==> src/rtl/i2c_irq_pkg.sv <==
`timescale 1ns/1ps
// Package: shared types for the interrupt flag collector.
// Assumes: the set of fixed (non-address) sources is fixed by function.
package i2c_irq_pkg;

    // Index of each fixed qualified source in the qualified vector.
    typedef enum int unsigned {
        SRC_START = 0,
        SRC_TXLD  = 1,
        SRC_RXLD  = 2,
        SRC_NACK  = 3,
        SRC_WAIT  = 4,
        SRC_ARB   = 5,
        SRC_GCALL = 6,
        SRC_STOP  = 7
    } src_e;

    localparam int NUM_FIXED = 8;

    // Operating mode as seen by the qualifier.
    typedef struct packed {
        logic master;
        logic tx;
        logic i2c_fmt;
    } mode_t;

    // Enable, mask and status bits that gate the sources.
    typedef struct packed {
        logic tx_empty;
        logic rx_full;
        logic ack_chk_en;
        logic wait_en;
        logic arb_ie;
        logic gcall_fs;
        logic stop_mask;
    } gate_t;

endpackage

==> src/rtl/i2c_irq_frame.sv <==
`timescale 1ns/1ps
// Module: first-frame tracker.
// Marks the window from a start condition up to and including the first
// buffer transfer. Assumes event inputs are single-cycle pulses.
module i2c_irq_frame (
    input  logic clk,
    input  logic rst_n,
    input  logic ev_start,
    input  logic ev_tx_load,
    input  logic ev_rx_load,
    output logic first_frame
);

    // Open the window on start, close it after the first byte transfer.
    always_ff @(posedge clk) begin
        if (!rst_n) begin
            first_frame <= 1'b0;
        end else if (ev_start) begin
            first_frame <= 1'b1;
        end else if (ev_tx_load || ev_rx_load) begin
            first_frame <= 1'b0;
        end
    end

endmodule

==> src/rtl/i2c_irq_qualify.sv <==
`timescale 1ns/1ps
// Module: source qualifier.
// Gates each raw event with the mode and the status, enable or mask bit
// that applies to it. Purely combinational; assumes pulses last one cycle.
module i2c_irq_qualify
    import i2c_irq_pkg::*;
#(
    parameter int N_ADDR = 2
) (
    input  mode_t                mode,
    input  gate_t                gate,
    input  logic                 first_frame,
    input  logic                 ev_start,
    input  logic                 ev_tx_load,
    input  logic                 ev_rx_load,
    input  logic                 ev_ack_done,
    input  logic                 ack_val,
    input  logic                 ev_wait,
    input  logic                 ev_arb_lost,
    input  logic [N_ADDR-1:0]    ev_addr_hit,
    input  logic                 ev_gcall,
    input  logic                 ev_stop,
    output logic [NUM_FIXED-1:0] q_fixed,
    output logic [N_ADDR-1:0]    q_addr
);

    logic master_i2c;
    logic slave_i2c;

    // Derive the bus-format mode qualifiers.
    always_comb begin
        master_i2c = mode.i2c_fmt && mode.master;
        slave_i2c  = mode.i2c_fmt && !mode.master;
    end

    // Qualify each fixed source with its own gate.
    always_comb begin
        q_fixed            = '0;
        q_fixed[SRC_START] = ev_start    && mode.tx && gate.tx_empty;
        q_fixed[SRC_TXLD]  = ev_tx_load  && mode.tx && gate.tx_empty;
        q_fixed[SRC_RXLD]  = ev_rx_load  && !mode.tx && gate.rx_full;
        q_fixed[SRC_NACK]  = ev_ack_done && ack_val && mode.tx && gate.ack_chk_en;
        q_fixed[SRC_WAIT]  = ev_wait     && master_i2c && gate.wait_en;
        q_fixed[SRC_ARB]   = ev_arb_lost && master_i2c && gate.arb_ie;
        q_fixed[SRC_GCALL] = ev_gcall    && slave_i2c && first_frame && !gate.gcall_fs;
        q_fixed[SRC_STOP]  = ev_stop     && slave_i2c && !gate.stop_mask;
    end

    // One qualifier per programmable own address.
    for (genvar i = 0; i < N_ADDR; i++) begin : g_addr
        assign q_addr[i] = ev_addr_hit[i] && slave_i2c && first_frame;
    end

endmodule

==> src/rtl/i2c_irq_seen.sv <==
`timescale 1ns/1ps
// Module: latched match status.
// Holds one seen bit per own address and one for general call. A bit is
// set by its qualified hit and cleared by the next start; set wins.
module i2c_irq_seen #(
    parameter int N_ADDR = 2
) (
    input  logic              clk,
    input  logic              rst_n,
    input  logic              ev_start,
    input  logic [N_ADDR-1:0] q_addr,
    input  logic              q_gcall,
    output logic [N_ADDR-1:0] addr_seen,
    output logic              gcall_seen
);

    // One address-seen register per own address.
    for (genvar i = 0; i < N_ADDR; i++) begin : g_seen
        always_ff @(posedge clk) begin
            if (!rst_n) begin
                addr_seen[i] <= 1'b0;
            end else if (q_addr[i]) begin
                addr_seen[i] <= 1'b1;
            end else if (ev_start) begin
                addr_seen[i] <= 1'b0;
            end
        end
    end

    // General-call-seen register.
    always_ff @(posedge clk) begin
        if (!rst_n) begin
            gcall_seen <= 1'b0;
        end else if (q_gcall) begin
            gcall_seen <= 1'b1;
        end else if (ev_start) begin
            gcall_seen <= 1'b0;
        end
    end

endmodule

==> src/rtl/i2c_irq_flag.sv <==
`timescale 1ns/1ps
// Module: sticky request flag and registered interrupt line.
// Software clears the flag by writing 0; a write of 1 is ignored and a
// set request in the same cycle as a clear wins.
module i2c_irq_flag (
    input  logic clk,
    input  logic rst_n,
    input  logic set_req,
    input  logic sw_wr,
    input  logic sw_wdata,
    input  logic irq_en,
    output logic flag,
    output logic irq
);

    logic clr_req;

    // Decode the software clear.
    always_comb begin
        clr_req = sw_wr && !sw_wdata;
    end

    // Hold the sticky flag.
    always_ff @(posedge clk) begin
        if (!rst_n) begin
            flag <= 1'b0;
        end else if (set_req) begin
            flag <= 1'b1;
        end else if (clr_req) begin
            flag <= 1'b0;
        end
    end

    // Register the gated line so it cannot glitch.
    always_ff @(posedge clk) begin
        if (!rst_n) begin
            irq <= 1'b0;
        end else begin
            irq <= flag && irq_en;
        end
    end

endmodule

==> src/rtl/i2c_irq_merge.sv <==
`timescale 1ns/1ps
// Module: interrupt flag collector top.
// Qualifies bus-engine event pulses by mode and gate bits, keeps one
// sticky request flag, the match seen bits and the interrupt line.
// Assumes all event inputs are synchronous single-cycle pulses.
module i2c_irq_merge
    import i2c_irq_pkg::*;
#(
    parameter int N_ADDR = 2
) (
    input  logic              clk,
    input  logic              rst_n,
    input  logic              mode_master,
    input  logic              mode_tx,
    input  logic              i2c_fmt,
    input  logic              tx_empty,
    input  logic              rx_full,
    input  logic              ack_chk_en,
    input  logic              wait_en,
    input  logic              arb_ie,
    input  logic              gcall_fs,
    input  logic              stop_mask,
    input  logic              irq_en,
    input  logic              ev_start,
    input  logic              ev_tx_load,
    input  logic              ev_rx_load,
    input  logic              ev_ack_done,
    input  logic              ack_val,
    input  logic              ev_wait,
    input  logic              ev_arb_lost,
    input  logic [N_ADDR-1:0] ev_addr_hit,
    input  logic              ev_gcall,
    input  logic              ev_stop,
    input  logic              sw_wr,
    input  logic              sw_wdata,
    output logic              irq_flag,
    output logic              irq_out,
    output logic [N_ADDR-1:0] addr_seen,
    output logic              gcall_seen
);

    mode_t                mode;
    gate_t                gate;
    logic                 first_frame;
    logic [NUM_FIXED-1:0] q_fixed;
    logic [N_ADDR-1:0]    q_addr;
    logic                 set_req;

    // Pack the plain ports into the internal structures.
    always_comb begin
        mode.master     = mode_master;
        mode.tx         = mode_tx;
        mode.i2c_fmt    = i2c_fmt;
        gate.tx_empty   = tx_empty;
        gate.rx_full    = rx_full;
        gate.ack_chk_en = ack_chk_en;
        gate.wait_en    = wait_en;
        gate.arb_ie     = arb_ie;
        gate.gcall_fs   = gcall_fs;
        gate.stop_mask  = stop_mask;
    end

    i2c_irq_frame frame_i (
        .clk         (clk),
        .rst_n       (rst_n),
        .ev_start    (ev_start),
        .ev_tx_load  (ev_tx_load),
        .ev_rx_load  (ev_rx_load),
        .first_frame (first_frame)
    );

    i2c_irq_qualify #(.N_ADDR(N_ADDR)) qual_i (
        .mode        (mode),
        .gate        (gate),
        .first_frame (first_frame),
        .ev_start    (ev_start),
        .ev_tx_load  (ev_tx_load),
        .ev_rx_load  (ev_rx_load),
        .ev_ack_done (ev_ack_done),
        .ack_val     (ack_val),
        .ev_wait     (ev_wait),
        .ev_arb_lost (ev_arb_lost),
        .ev_addr_hit (ev_addr_hit),
        .ev_gcall    (ev_gcall),
        .ev_stop     (ev_stop),
        .q_fixed     (q_fixed),
        .q_addr      (q_addr)
    );

    // Merge all qualified sources into one set request.
    always_comb begin
        set_req = (|q_fixed) || (|q_addr);
    end

    i2c_irq_seen #(.N_ADDR(N_ADDR)) seen_i (
        .clk        (clk),
        .rst_n      (rst_n),
        .ev_start   (ev_start),
        .q_addr     (q_addr),
        .q_gcall    (q_fixed[SRC_GCALL]),
        .addr_seen  (addr_seen),
        .gcall_seen (gcall_seen)
    );

    i2c_irq_flag flag_i (
        .clk      (clk),
        .rst_n    (rst_n),
        .set_req  (set_req),
        .sw_wr    (sw_wr),
        .sw_wdata (sw_wdata),
        .irq_en   (irq_en),
        .flag     (irq_flag),
        .irq      (irq_out)
    );

endmodule

==> config.mk <==
export PLATFORM = sky130hd
export DESIGN_NAME = i2c_irq_merge
export DESIGN_NICKNAME = d
export VERILOG_FILES = /design/src/rtl/i2c_irq_pkg.sv /design/src/rtl/i2c_irq_frame.sv /design/src/rtl/i2c_irq_qualify.sv /design/src/rtl/i2c_irq_seen.sv /design/src/rtl/i2c_irq_flag.sv /design/src/rtl/i2c_irq_merge.sv
export SDC_FILE = /design/constraint.sdc
export NUM_CORES = 1
export LEC_CHECK = 0
export BUFFER_PORTS_ARGS = -buffer_cell sky130_fd_sc_hd__buf_2
export CORE_AREA = 2 2 39 41
export CTS_BUF_LIST = sky130_fd_sc_hd__clkbuf_4 sky130_fd_sc_hd__clkbuf_8
export DETAILED_ROUTE_END_ITERATION = 16
export DIE_AREA = 0 0 41 43
export GPL_TIMING_DRIVEN = 0
export MAX_ROUTING_LAYER = met4
export SYNTH_ARGS = -nofsm -noshare
export SYNTH_HDL_FRONTEND = slang
export SYNTH_SLANG_ARGS = --single-unit
==> constraint.sdc <==
create_clock -name clk -period 1.45 [get_ports clk]
set_clock_uncertainty 0.2 [all_clocks]
set_input_delay 0.29 -clock clk [delete_from_list [all_inputs] [get_ports clk]]
set_output_delay 0.29 -clock clk [all_outputs]
set_load 0.02 [all_outputs]
==> impl_metrics.csv <==
group,metric,value,unit
timing,relSlewSlack,86.6,%
place,io_buffers,30,
worst_setup_path,path_buf_inv,0,
cts,clk-insertion-delay-late,0.23,ns
pwr,finalPower,393,µW
timing,setup_viol,0,
cells_and_area,stdcell_area,485,µm²
routing,first_pass_iters,2,
die,die_h,43,µm
synthesis,syn_area_per_cell,8.61,µm²
cts,cts_buffers,3,
routing,route.vias.total,360,
worst_setup_path,worstPathArrival,1.24,ns
synthesis,yosysWarnings,0,
routing,drc,0,
synthesis,synth_area,293,µm²
global_routing,antenna_found_initial,0,
synthesis,ys_ff_latch,6,
pwr,power_density,810,nW/µm²
synthesis,seq_area_frac_synth,41.0,%
worst_setup_path,critical_path_class,"reg -> reg",
min_path,holdPathEnd,"flag_i.irq",
routing,wire_per_inst,9.16,µm
global_routing,grt_pass1_vias,358,
worst_setup_path,path_delay_family,"compound AO/OA/AOI/OAI gates",
die,coreArea,1380,µm²
cts,cts_root_buf,"clkbuf_4",
cts,cts_setup_buffers,0,
worst_setup_path,cp_max_fo,4,
timing,fin_tns_setup,0,ns
synthesis,netlist_instances,34,
synthesis,syn_nets,60,
place,dpl_cell_area,463,µm²
die,die_w,41,µm
timing,worst_pin_slew,0.199,ns
worst_setup_path,crit_slowest_cell,"dfxtp_1",
cts,cts_tree,"built",
cells_and_area,syn_to_final_growth,65.8,%
routing,drt-total-wl,760,µm
pwr,leakage,0.250,nW
worst_setup_path,r2r_start,"frame_i.first_frame",
synthesis,synthTopCellsByArea,"dfxtp_1, nor2b_1, a21oi_1",
die,die_area,1760,µm²
cells_and_area,layout_commonest_cell,"buf_2",
pwr,ir_worst_vdd,0.410,mV
cells_and_area,final_util,35.1,%
synthesis,yosysTopAreaCell,"dfxtp_1",
global_routing,grt_max_degree,7,
cells_and_area,insertedDiodeCount,0,
synthesis,synth.distinct_cells,16,
worst_setup_path,reg2reg_setup_slack,0.13,ns
pwr,intPower,307,µW
routing,dr.first_iter.drc_count,1,
cts,cts_resized,0,
min_path,hp-class,"in -> reg",
cts,htree_levels,1,
pwr,clockPowerShare,37.1,%
global_routing,grt_pass1_wl,1.18,mm
cts,cts.clk_slew.worst_paths,0.04,ns
status,status,"finished, final reports clean",
die,io_pins,31,
cts,cts_sinks,6,
cells_and_area,num-nets-final,95,
worst_setup_path,path_cells,"and3b_2 > o31ai_1 > o21ai_1 > o41a_1",
global_routing,gr-total-overflow,0,
die,fp-row-count,14,
worst_setup_path,cp-end-kind,"register",
cts,ctsHoldBuffers,0,
worst_setup_path,cp_slowest_stage_delay,0.30,ns
routing,ant_nets,0,
cts,cts_buffer_depth,2,
place,hpwl,664,µm
routing,viasPerCell,4.34,
die,initial_core_util,21.2,%
pwr,seq_power_share,44.7,%
worst_setup_path,cp.required,1.37,ns
timing,finalCriticalPeriod,1.32,ns
worst_setup_path,startpoint_type,"register",
min_path,min_from,"irq_en",
pwr,switching_share,22.0,%
min_path,hold_depth,2,
cells_and_area,final_cell_mix,"buf_2, nor2b_1, dfxtp_1",
worst_setup_path,rr_endpoint,"flag_i.flag",
job,drv_cap,0,
timing,fmax,0.759,GHz
timing,hold_viol_final,0,
timing,rsz0062_at_grt,"no",
global_routing,grt_use_total,10.0,%
cells_and_area,drive_gt1_share,52.2,%
synthesis,synth_top_area_share,41.0,%
pwr,combPwrFrac,18.2,%
pwr,power_switching,86.7,µW
place,gp_congestion,0.581,
timing,fin_crit_sh,90.9,%
worst_setup_path,worst-r2r-cell-count,4,
timing,slew_violations,0,
==> synth_stat cells <==
library cell and number:
a22oi_1 1, o31ai_1 1, o41a_1 1, inv_1 1, and4bb_2 1, dfxtp_1 6
nand2_1 2, nor2b_1 8, nor2_1 1, o21ai_1 1, nand3_1 1, a21boi_0 1
and3b_2 1, o21ai_0 3, and3_1 1, a21oi_1 4
==> sequential cells by signal, indices dropped and copies added (netlist names) <==
| register | cells |
|---|---|
| flag_i.flag | 1 |
| seen_i.gcall_seen | 1 |
| flag_i.irq | 1 |
| seen_i.addr_seen | 2 |
| frame_i.first_frame | 1 |
==> worst reg2reg max path, stage by stage, from the launching register on <==
cell and delay, ns:
dfxtp_1 0.30, and3b_2 0.23, o31ai_1 0.07, o21ai_1 0.10, o41a_1 0.30
==> per-stage QoR <==
step | setup WS [ns] | hold slack [ns] | instances
CTS | 0.112 | 0.0811 | 83
global route | 0.0551 | 0.0835 | 83
global placement | -0.0107 | 0.289 | 80
floorplan | 0.173 | 0.218 | 34
detailed placement | -0.0148 | 0.294 | 80
finish | 0.132 | 0.0865 | 83
==> kinds of logic (layout without fill, tap and decap cells) <==
kind of cell	after synthesis	in the layout	synth area share, %
AOI/OAI and AO/OA	12	12	25.2
buffers and inverters	1	34	1.28
DFF	6	6	41.0
and+or+nand+nor	15	15	32.5
==> routing by layer <==
| metal | up-vias | global-route usage, % | wire, µm |
|---|---|---|---|
| li1 | 193 | - | - |
| met2 | 16 | 17.8 | 389 |
| met1 | 151 | 9.12 | 302 |
| met5 | - | - | 0 |
| met4 | 0 | 4.00 | 0 |
| met3 | 0 | 3.14 | 69 |
==> layout make-up <==
class / count / area (µm²)
flip-flops and latches: 6 / 120
multi-input cells: 27 / 169
inverters: 1 / 3.75
well taps: 16 / 20.0
fillers: 164 / 898
repair buffers: 30 / 150
clock buffers: 3 / 22.5
==> how the worst max path moves through the flow <==
stage,slack [ns],endpoint,from,cells after the start
6_report,0.13,flag_i.flag,frame_i.first_frame,4
4_1_cts,0.11,flag_i.flag,frame_i.first_frame,4
3_5_place_dp,-0.01,flag_i.flag,ev_gcall,5
2_1_floorplan,0.17,flag_i.flag,ev_gcall,4
5_1_grt,0.06,flag_i.flag,frame_i.first_frame,4
3_3_place_gp,-0.01,flag_i.flag,ev_gcall,5
==> power groups by stage <==
stage	clock network [mW]	registers (mW)	logic (mW)
finish	0.146	0.176	0.0715
global route	0.163	0.177	0.0822
CTS	0.155	0.176	0.0728
detailed placement	0	0.179	0.0725
global placement	0	0.179	0.0717
floorplan	0	0.185	0.0212
Power figures use the tool's default switching activity.
